==> src/rtl/mbx_pkg.sv <==
package mbx_pkg;

  // Control/status bit positions (software-visible layout)
  localparam int BIT_SEND_EMPTY = 0;
  localparam int BIT_SEND_FULL  = 1;
  localparam int BIT_IE_DRAIN   = 2;
  localparam int BIT_FLUSH      = 3;
  localparam int BIT_RECV_EMPTY = 8;
  localparam int BIT_RECV_FULL  = 9;
  localparam int BIT_IE_ARRIVE  = 10;
  localparam int BIT_ERROR      = 14;
  localparam int BIT_ENABLE     = 15;

  localparam int CTL_W   = 16;
  localparam int N_SIDES = 2;

  typedef struct packed {
    logic enable;
    logic ie_drain;
    logic ie_arrive;
    logic error;
  } side_cfg_t;

  function automatic logic [CTL_W-1:0] pack_status(
    input side_cfg_t cfg,
    input logic      send_empty,
    input logic      send_full,
    input logic      recv_empty,
    input logic      recv_full
  );
    logic [CTL_W-1:0] r;
    r                 = '0;
    r[BIT_ENABLE]     = cfg.enable;
    r[BIT_ERROR]      = cfg.error;
    r[BIT_IE_ARRIVE]  = cfg.ie_arrive;
    r[BIT_RECV_FULL]  = recv_full;
    r[BIT_RECV_EMPTY] = recv_empty;
    r[BIT_IE_DRAIN]   = cfg.ie_drain;
    r[BIT_SEND_FULL]  = send_full;
    r[BIT_SEND_EMPTY] = send_empty;
    return r;
  endfunction

endpackage

==> src/rtl/mbx_rst_sync.sv <==
module mbx_rst_sync #(
  parameter int STAGES = 2
) (
  input  logic clk,
  input  logic rst_n,
  output logic rst_n_sync
);

  logic [STAGES-1:0] sync_q;
  logic [STAGES-1:0] sync_d;

  always_comb begin
    sync_d = {sync_q[STAGES-2:0], 1'b1};
  end

  always_ff @(posedge clk or negedge rst_n) begin
    if (!rst_n) begin
      sync_q <= '0;
    end else begin
      sync_q <= sync_d;
    end
  end

  assign rst_n_sync = sync_q[STAGES-1];

endmodule

==> src/rtl/mbx_fifo.sv <==
module mbx_fifo #(
  parameter int WIDTH = 32,
  parameter int DEPTH = 16
) (
  input  logic                             clk,
  input  logic                             rst_n,
  input  logic                             push_i,
  input  logic [WIDTH-1:0]                 push_data_i,
  input  logic                             pop_i,
  input  logic                             flush_i,
  output logic [WIDTH-1:0]                 head_o,
  output logic [$clog2(DEPTH+1)-1:0]       count_o,
  output logic                             empty_o,
  output logic                             full_o
);

  localparam int PW = (DEPTH > 1) ? $clog2(DEPTH) : 1;
  localparam int CW = $clog2(DEPTH + 1);
  localparam logic [PW-1:0] LAST_SLOT = PW'(DEPTH - 1);
  localparam logic [CW-1:0] CAPACITY  = CW'(DEPTH);

  logic [WIDTH-1:0] store_q [DEPTH];
  logic [PW-1:0]    wr_ptr_q, wr_ptr_d;
  logic [PW-1:0]    rd_ptr_q, rd_ptr_d;
  logic [CW-1:0]    cnt_q, cnt_d;
  logic             ptr_en;
  logic             store_en;

  function automatic logic [PW-1:0] step(input logic [PW-1:0] p);
    return (p == LAST_SLOT) ? '0 : p + 1'b1;
  endfunction

  // next-state
  always_comb begin
    wr_ptr_d = wr_ptr_q;
    rd_ptr_d = rd_ptr_q;
    cnt_d    = cnt_q;
    if (flush_i) begin
      wr_ptr_d = '0;
      rd_ptr_d = '0;
      cnt_d    = '0;
    end else begin
      if (push_i) wr_ptr_d = step(wr_ptr_q);
      if (pop_i)  rd_ptr_d = step(rd_ptr_q);
      case ({push_i, pop_i})
        2'b10:   cnt_d = cnt_q + 1'b1;
        2'b01:   cnt_d = cnt_q - 1'b1;
        default: cnt_d = cnt_q;
      endcase
    end
  end

  assign ptr_en   = flush_i | push_i | pop_i;
  assign store_en = push_i & ~flush_i;

  // pointer and occupancy registers
  always_ff @(posedge clk or negedge rst_n) begin
    if (!rst_n) begin
      wr_ptr_q <= '0;
      rd_ptr_q <= '0;
      cnt_q    <= '0;
    end else if (ptr_en) begin
      wr_ptr_q <= wr_ptr_d;
      rd_ptr_q <= rd_ptr_d;
      cnt_q    <= cnt_d;
    end
  end

  // storage: no reset, written only with its enable
  always_ff @(posedge clk) begin
    if (store_en) begin
      store_q[wr_ptr_q] <= push_data_i;
    end
  end

  assign head_o  = store_q[rd_ptr_q];
  assign count_o = cnt_q;
  assign empty_o = (cnt_q == '0);
  assign full_o  = (cnt_q == CAPACITY);

endmodule

==> src/rtl/mbx_side_ctl.sv <==
module mbx_side_ctl
  import mbx_pkg::*;
(
  input  logic             clk,
  input  logic             rst_n,
  input  logic             ctl_we_i,
  input  logic [CTL_W-1:0] ctl_wdata_i,
  input  logic             push_req_i,
  input  logic             pop_req_i,
  input  logic             out_empty_i,
  input  logic             out_full_i,
  input  logic             in_empty_i,
  input  logic             in_full_i,
  output logic             push_ok_o,
  output logic             pop_ok_o,
  output logic             flush_o,
  output logic [CTL_W-1:0] ctl_rdata_o,
  output logic             irq_drain_o,
  output logic             irq_arrive_o
);

  side_cfg_t cfg_q, cfg_d;
  logic      cfg_en;
  logic      fault;
  logic      out_was_empty_q;
  logic      in_was_empty_q;

  // request qualification
  always_comb begin
    push_ok_o = cfg_q.enable & push_req_i & ~out_full_i;
    pop_ok_o  = cfg_q.enable & pop_req_i  & ~in_empty_i;
    fault     = cfg_q.enable & ((push_req_i & out_full_i) | (pop_req_i & in_empty_i));
    flush_o   = ctl_we_i & ctl_wdata_i[BIT_FLUSH];
  end

  // configuration next-state; a fault in the same cycle wins over a clear
  always_comb begin
    cfg_d = cfg_q;
    if (ctl_we_i) begin
      cfg_d.enable    = ctl_wdata_i[BIT_ENABLE];
      cfg_d.ie_drain  = ctl_wdata_i[BIT_IE_DRAIN];
      cfg_d.ie_arrive = ctl_wdata_i[BIT_IE_ARRIVE];
      if (ctl_wdata_i[BIT_ERROR]) cfg_d.error = 1'b0;
    end
    if (fault) cfg_d.error = 1'b1;
  end

  assign cfg_en = ctl_we_i | fault;

  always_ff @(posedge clk or negedge rst_n) begin
    if (!rst_n) begin
      cfg_q <= '0;
    end else if (cfg_en) begin
      cfg_q <= cfg_d;
    end
  end

  // edge history for the interrupt pulses
  always_ff @(posedge clk or negedge rst_n) begin
    if (!rst_n) begin
      out_was_empty_q <= 1'b1;
      in_was_empty_q  <= 1'b1;
    end else begin
      out_was_empty_q <= out_empty_i;
      in_was_empty_q  <= in_empty_i;
    end
  end

  assign irq_drain_o  = cfg_q.ie_drain  &  out_empty_i & ~out_was_empty_q;
  assign irq_arrive_o = cfg_q.ie_arrive & ~in_empty_i  &  in_was_empty_q;

  assign ctl_rdata_o = pack_status(cfg_q, out_empty_i, out_full_i, in_empty_i, in_full_i);

endmodule

==> src/rtl/mbx_top.sv <==
module mbx_top
  import mbx_pkg::*;
#(
  parameter int WIDTH = 32,
  parameter int DEPTH = 16
) (
  input  logic             clk,
  input  logic             rst_n,
  input  logic             a_ctl_we,
  input  logic [15:0]      a_ctl_wdata,
  output logic [15:0]      a_ctl_rdata,
  input  logic             a_push,
  input  logic [WIDTH-1:0] a_push_data,
  input  logic             a_pop,
  output logic [WIDTH-1:0] a_pop_data,
  output logic             a_irq_send_empty,
  output logic             a_irq_recv,
  input  logic             b_ctl_we,
  input  logic [15:0]      b_ctl_wdata,
  output logic [15:0]      b_ctl_rdata,
  input  logic             b_push,
  input  logic [WIDTH-1:0] b_push_data,
  input  logic             b_pop,
  output logic [WIDTH-1:0] b_pop_data,
  output logic             b_irq_send_empty,
  output logic             b_irq_recv
);

  localparam int CW = $clog2(DEPTH + 1);

  logic                              rst_n_sync;
  logic [N_SIDES-1:0]                side_ctl_we;
  logic [N_SIDES-1:0][CTL_W-1:0]     side_ctl_wdata;
  logic [N_SIDES-1:0][CTL_W-1:0]     side_ctl_rdata;
  logic [N_SIDES-1:0]                side_push;
  logic [N_SIDES-1:0][WIDTH-1:0]     side_push_data;
  logic [N_SIDES-1:0]                side_pop;
  logic [N_SIDES-1:0][WIDTH-1:0]     side_pop_data;
  logic [N_SIDES-1:0]                side_irq_drain;
  logic [N_SIDES-1:0]                side_irq_arrive;
  logic [N_SIDES-1:0]                side_push_ok;
  logic [N_SIDES-1:0]                side_pop_ok;
  logic [N_SIDES-1:0]                side_flush;
  // queue index g carries words sent by side g
  logic [N_SIDES-1:0][WIDTH-1:0]     fifo_head;
  logic [N_SIDES-1:0][CW-1:0]        fifo_cnt;
  logic [N_SIDES-1:0]                fifo_empty;
  logic [N_SIDES-1:0]                fifo_full;

  mbx_rst_sync #(.STAGES(2)) u_rst_sync (
    .clk        (clk),
    .rst_n      (rst_n),
    .rst_n_sync (rst_n_sync)
  );

  // port mapping onto side-indexed buses
  assign side_ctl_we    = {b_ctl_we,    a_ctl_we};
  assign side_ctl_wdata = {b_ctl_wdata, a_ctl_wdata};
  assign side_push      = {b_push,      a_push};
  assign side_push_data = {b_push_data, a_push_data};
  assign side_pop       = {b_pop,       a_pop};

  assign a_ctl_rdata      = side_ctl_rdata[0];
  assign b_ctl_rdata      = side_ctl_rdata[1];
  assign a_pop_data       = side_pop_data[0];
  assign b_pop_data       = side_pop_data[1];
  assign a_irq_send_empty = side_irq_drain[0];
  assign b_irq_send_empty = side_irq_drain[1];
  assign a_irq_recv       = side_irq_arrive[0];
  assign b_irq_recv       = side_irq_arrive[1];

  for (genvar g = 0; g < N_SIDES; g++) begin : g_side
    localparam int PEER = N_SIDES - 1 - g;

    mbx_fifo #(.WIDTH(WIDTH), .DEPTH(DEPTH)) u_fifo (
      .clk         (clk),
      .rst_n       (rst_n_sync),
      .push_i      (side_push_ok[g]),
      .push_data_i (side_push_data[g]),
      .pop_i       (side_pop_ok[PEER]),
      .flush_i     (side_flush[g]),
      .head_o      (fifo_head[g]),
      .count_o     (fifo_cnt[g]),
      .empty_o     (fifo_empty[g]),
      .full_o      (fifo_full[g])
    );

    mbx_side_ctl u_ctl (
      .clk          (clk),
      .rst_n        (rst_n_sync),
      .ctl_we_i     (side_ctl_we[g]),
      .ctl_wdata_i  (side_ctl_wdata[g]),
      .push_req_i   (side_push[g]),
      .pop_req_i    (side_pop[g]),
      .out_empty_i  (fifo_empty[g]),
      .out_full_i   (fifo_full[g]),
      .in_empty_i   (fifo_empty[PEER]),
      .in_full_i    (fifo_full[PEER]),
      .push_ok_o    (side_push_ok[g]),
      .pop_ok_o     (side_pop_ok[g]),
      .flush_o      (side_flush[g]),
      .ctl_rdata_o  (side_ctl_rdata[g]),
      .irq_drain_o  (side_irq_drain[g]),
      .irq_arrive_o (side_irq_arrive[g])
    );

    assign side_pop_data[g] = side_pop_ok[g] ? fifo_head[PEER] : '0;
  end

endmodule

==> config.mk <==
export PLATFORM = sky130hd
export DESIGN_NAME = mbx_top
export DESIGN_NICKNAME = d
export VERILOG_FILES = /design/src/rtl/mbx_pkg.sv /design/src/rtl/mbx_rst_sync.sv /design/src/rtl/mbx_fifo.sv /design/src/rtl/mbx_side_ctl.sv /design/src/rtl/mbx_top.sv
export SDC_FILE = /design/constraint.sdc
export NUM_CORES = 1
export LEC_CHECK = 0
export BUFFER_PORTS_ARGS = -buffer_cell sky130_fd_sc_hd__buf_2
export CAP_MARGIN = 20
export CORE_AREA = 2 2 267 466
export DETAILED_ROUTE_END_ITERATION = 7
export DIE_AREA = 0 0 269 468
export PLACE_DENSITY_LB_ADDON = 0.12
export SLEW_MARGIN = 40
export SYNTH_ARGS = -nofsm -noshare
export SYNTH_HDL_FRONTEND = slang
export SYNTH_HIERARCHICAL = 1
export SYNTH_SLANG_ARGS = --single-unit
==> constraint.sdc <==
create_clock -name clk -period 3.3 [get_ports clk]
set_clock_uncertainty 0.1 [all_clocks]
set_input_delay 0.825 -clock clk [delete_from_list [all_inputs] [get_ports clk]]
set_output_delay 0.825 -clock clk [all_outputs]
set_load 0.03 [all_outputs]
Yosys cells after proc, flatten, opt, wreduce, memory -nomap -nowiden --
Memory sizes are Yosys's and may differ from the RTL's. Index checks and enable logic that the tools add are counted. Widths: inputs -> output; s select.
Storage, ports and cells: memory bits (writable) 1024, input port bits 104, memories 2, register bits after elaboration 38, logic and storage cells 129, output and inout bits 100
Memory list:
- g_side[0].u_fifo.store_q | depth 16, width 32, rd ports 1, clocked after memory_dff 0, wr ports 1, line mbx_fifo.sv:22 | logic [WIDTH-1:0] store_q [DEPTH];
- g_side[1].u_fifo.store_q | depth 16, width 32, rd ports 1, clocked after memory_dff 0, wr ports 1, line mbx_fifo.sv:22
Operators by class: mux-type cells 28, $add $sub $neg 8, reduce and logical (&&, ||, !) cells 22, bitwise operators 42, equality and inequality tests 10
Operators by type and width (count):
- $mux 32 | 2
- $mux 4 | 12
- $and 1x1->1 | 26
- $pmux 5 s2 | 2
- $add 4x1->4 const B | 4
- $eq 4x4->1 const B | 4
- $reduce_and 2->1 | 8
- $reduce_bool 2->1 | 8
- $add 5x1->5 const B | 2
- $eq 5x5->1 const B | 2
- $logic_not 5->1 | 2
- $mux 1 | 10
- $mux 5 | 2
- $sub 5x1->5 const B | 2
- $not 1->1 | 8
- $or 1x1->1 | 8
- $reduce_and 3->1 | 2
- $reduce_bool 3->1 | 2
- $eq 2x1->1 const B | 2
- $eq 2x2->1 const B | 2

Longest topological paths before layout --
depth after elaboration 6, gate-level depth with buffers 11, depth with buffers taken out 10

Hierarchy --
Netlist, hierarchy kept.
By module, submodules not included:
- mbx_fifo | cells an instance 961, area each 20587.2 µm², times used 2
- mbx_side_ctl | cells an instance 32, area each 341.6 µm², times used 2
- mbx_top | cells an instance 70, area each 510.5 µm², times used 1
- mbx_rst_sync | cells an instance 3, area each 53.8 µm², times used 1

Worst setup path before layout --
OpenSTA, ideal clock, no wires.
path type register to output, start point register g_side[1].u_fifo.cnt_q[1], end point output a_pop_data[10], required time 2.375 ns, slack 0.394 ns, stages on the path, launching flop included 6, arrival 1.981 ns, buffers on the path 1, path through dfrtp_1 or4_1 nor2_1 and3b_1 clkbuf_2 and2_2
Between the ends: word-level cells in the longest chain between the ends 4
Ends and longest elaborated chain:
- start, declared | line mbx_fifo.sv:25 | logic [CW-1:0] cnt_q, cnt_d;
- start signal, assigned | line mbx_fifo.sv:65 | cnt_q <= cnt_d;
- $logic_not 5->1 | line mbx_fifo.sv:78 | assign empty_o = (cnt_q == '0);
- net fifo_empty[1] | line mbx_top.sv:47 | logic [N_SIDES-1:0] fifo_empty;
- $not 1->1 | line mbx_side_ctl.sv:31 | pop_ok_o = cfg_q.enable & pop_req_i & ~in_empty_i;
- $and 1x1->1 | line mbx_side_ctl.sv:31
- net side_pop_ok[0] | line mbx_top.sv:42 | logic [N_SIDES-1:0] side_pop_ok;
- $mux 32 | line mbx_top.sv:107 | assign side_pop_data[g] = side_pop_ok[g] ? fifo_head[PEER] : '0;
- end, declared | line mbx_top.sv:15 | output logic [WIDTH-1:0] a_pop_data,
The timed path passes the listed nets, and every way through them passes these cells.

Final worst setup path --
start point register g_side[0].u_fifo.cnt_q[2], end point output b_pop_data[7]
Between the ends: word-level cells in the longest chain between the ends 4
Ends and longest elaborated chain:
- start, declared | line mbx_fifo.sv:25
- start signal, assigned | line mbx_fifo.sv:65
- $logic_not 5->1 | line mbx_fifo.sv:78
- $not 1->1 | line mbx_side_ctl.sv:31
- $and 1x1->1 | line mbx_side_ctl.sv:31
- net side_pop_ok[1] | line mbx_top.sv:42
- $mux 32 | line mbx_top.sv:107
- end, declared | line mbx_top.sv:24 | output logic [WIDTH-1:0] b_pop_data,
The timed path passes the listed nets, and every way through them passes these cells.

==> metrics <==
layout cells sized above 1 0.355; min Tclk post-route 3.73 ns; CP required between 2 and 2.5 ns; Worst-path clk slew around 0.06 ns; area grow syn2layout 21.9%; final hold violations 0; Pre-antenna DRT Iters 5; worst setup slack after layout -0.427 ns; outcome finished with violations; Post-route DRC 0; Clock Path Buffers 3; DR iter-0 viols 1,280; number of port buffers 165; Static Leak 0.0164 uW; Syn Area/Cell 20.6 sq um; crit path max fanout 16; count of cell types in the netlist 46; Seq/Total Area, Yosys 0.749; CP endpoint kind output port; final worst path period share 1.13; Worst EP arrival around 2.8 ns; CTS tree done; YS warnings 6; vias after detailed routing 21,068; leading area contributor after synthesis edfxtp_1; CTS Buf Count 99; Root Buffer clkbuf_16; GRT overflow 0; total global-route track usage 0.179; synth cell count leaders edfxtp_1, mux2i_1, mux4_2, mux4_1, and2_2; I/O Pins 204; worst skew pair latency 0.70 ns; Post-Synth Adder-Cell Area 0.00413; Slew headroom 0.507; post-synthesis compound-gate area fraction 0.0376; final setup TNS -22.98 ns; startpoint type of the worst setup path flip-flop; drt total wl 114 mm; Crit Path Class flip-flop to output port; gpl congestion ~0.74; #FFs+latches synth around 1,100; antenna viol nets, final 0; Hold WC Path Type flip-flop to asynchronous set/reset pin; XOR/XNOR share of the synthesized area 0.00206; Mapped Cells approximately 2,000; final setup vio count 64; pin count of the biggest net entering global routing 45; Filler Cell Count 10,716; Post-DP HPWL 61.7 mm; simple logic cell fraction of the synthesized area 0.0278; number of global-route vias before repair 22,429; VDD IR max 0.000508 V; fin util 0.423; die height 468 um; PwrDens 711 nW/um^2; Post-synth EDFFs 1,024; main combinational cell family by area after synthesis multiplexers; Initial Utilization 0.347; share of flip-flops with an asynchronous set or reset 0.0376; Die ar. 126,000 sq um; failing checks setup timing; Max Cap Viol 0; most used flip-flop cell after synthesis edfxtp_1; Fmax 268 MHz; RSZ-0062 raised after global routing yes; Post-Syn Area 42,400 sq um; core area 122,000 sq um; chip width 269 um; fin. max-slew vios 0; area share of the largest cell type after synthesis 0.725; htree depth 3; antenna violations before repair 13; post-synthesis mux area share 0.157; num rows between 150 and 200; Nets between 2,000 and 3,000; Sink Count 1,064; most common cell in the synthesized netlist edfxtp_1; WL/cell roughly 28 um; Worst-Margin Slew 0.739 ns; Synth area leaders edfxtp_1, mux4_2, mux2i_1, mux4_1, dfrtp_1; first-pass GRT wire length approximately 160 mm; vias per std cell 5.11
-- worst paths after layout --
check / to / slack [ns] / cells past startpoint / from
worst min register to register: g_side[0].u_ctl/ctl_rdata_o[2] / 0.22 / 0 / u_rst_sync/sync_q[1]
worst max-delay path: b_pop_data[7] / -0.43 / 7 / g_side[0].u_fifo/count_o[2]
worst min-delay path: g_side[0].u_ctl/ctl_rdata_o[2] / 0.22 / 0 / u_rst_sync/sync_q[1]
worst max register to register: g_side[0].u_fifo/count_o[4] / 0.13 / 13 / g_side[0].u_fifo/count_o[2]
max in group asynchronous: g_side[1].u_fifo/rd_ptr_q[3] / 2.36 / 0 / u_rst_sync/sync_q[1]
min in group clk: g_side[1].u_ctl/ctl_rdata_o[10] / 0.26 / 2 / b_ctl_wdata[10]
-- through the flow --
| step | cell area, sq um | hold slack, ns | worst slack (ns) | instances | total power, uW |
|---|---|---|---|---|---|
| final | 51700 | 0.220 | -0.427 | 4126 | 36800 |
| after global routing | 51700 | 0.234 | -0.525 | 4125 | 38300 |
| after CTS | 51100 | 0.208 | -0.496 | 4102 | 36800 |
| after detailed placement | 46200 | 0.237 | -0.0272 | 3858 | 23500 |
| after global placement | 46200 | 0.247 | 0.0485 | 3858 | 23400 |
| after floorplan | 42500 | 0.231 | 0.394 | 2073 | 21100 |
-- logic make-up (layout without fill, tap and decap cells) --
family | after synthesis | in the layout
AOI/OAI and AO/OA | 228 | 228
xor gates and xnor gates | 10 | 10
adders and majority gates | 14 | 14
buffers and inverters | 150 | 565
DFF | 1064 | 1064
muxes | 398 | 398
other | 3 | 19
and+or+nand+nor | 192 | 194
-- repair_timing --
action                     CTS  global route
setup buffers               40            22
gates cloned                19             7
pin swaps                   33            66
hold endpoints to repair     2             0
setup endpoints to repair   71            69
hold buffers                 1             0
gates resized for setup    290           120
-- layout make-up --
type / count / area, sq um / share of cell area
clock buffers: 124 / 2620 / 0.0507
diodes: 2 / 5.00 / 0.0000968
clock inverters: 61 / 532 / 0.0103
repair buffers: 368 / 4370 / 0.0845
flip-flops and latches: 1064 / 31800 / 0.615
inverters: 12 / 47.5 / 0.000920
multi-input cells: 861 / 10300 / 0.199
well taps: 1634 / 2040 / 0.0395
-- power by group --
group | internal, uW | switching, uW
clock network | 6270 | 5000
logic | 5100 | 5010
registers | 15200 | 198
-- flip-flops by register name, summed over array words and instances (netlist names) --
register	flops
g_side.u_ctl/ctl_rdata_o	8
g_side.u_ctl/out_was_empty_q	2
g_side.u_fifo/wr_ptr_q	8
g_side.u_fifo/store_q	1024
g_side.u_fifo/count_o	10
u_rst_sync/sync_q	2
g_side.u_fifo/rd_ptr_q	8
g_side.u_ctl/in_was_empty_q	2
-- cells in the final DEF, fill, tap and decap left out, types with 33 or more instances in the layout --
| cell type | Yosys | layout |
|---|---|---|
| a32oi_1 | 64 | 42 |
| and2_2 | 66 | 33 |
| and2_4 | 0 | 65 |
| buf_12 | 0 | 77 |
| buf_2 | 44 | 99 |
| buf_4 | 32 | 75 |
| buf_6 | 18 | 80 |
| clkbuf_16 | 0 | 107 |
| edfxtp_1 | 1024 | 1024 |
| mux2i_1 | 198 | 197 |
| mux4_1 | 72 | 38 |
| mux4_2 | 120 | 154 |
| o21ai_1 | 64 | 39 |
-- worst max-delay path, cell delays in order, from the launching register on --
cell	delay (ns)
dfrtp_1	0.39
or4_4	0.56
nor2_4	0.13
buf_6	0.14
and3b_4	0.30
buf_16	0.22
and2_4	0.19
buf_6	0.13
-- layer usage --
layer / track usage / vias to the layer above / wire length, um
met5: 0 / - / 112
met4: 0.0648 / 18 / 3410
met3: 0.0291 / 181 / 4650
met2: 0.340 / 510 / 63700
met1: 0.197 / 11162 / 42100
li1: - / 9197 / -
Note: power is estimated with default switching activity, not from simulation.
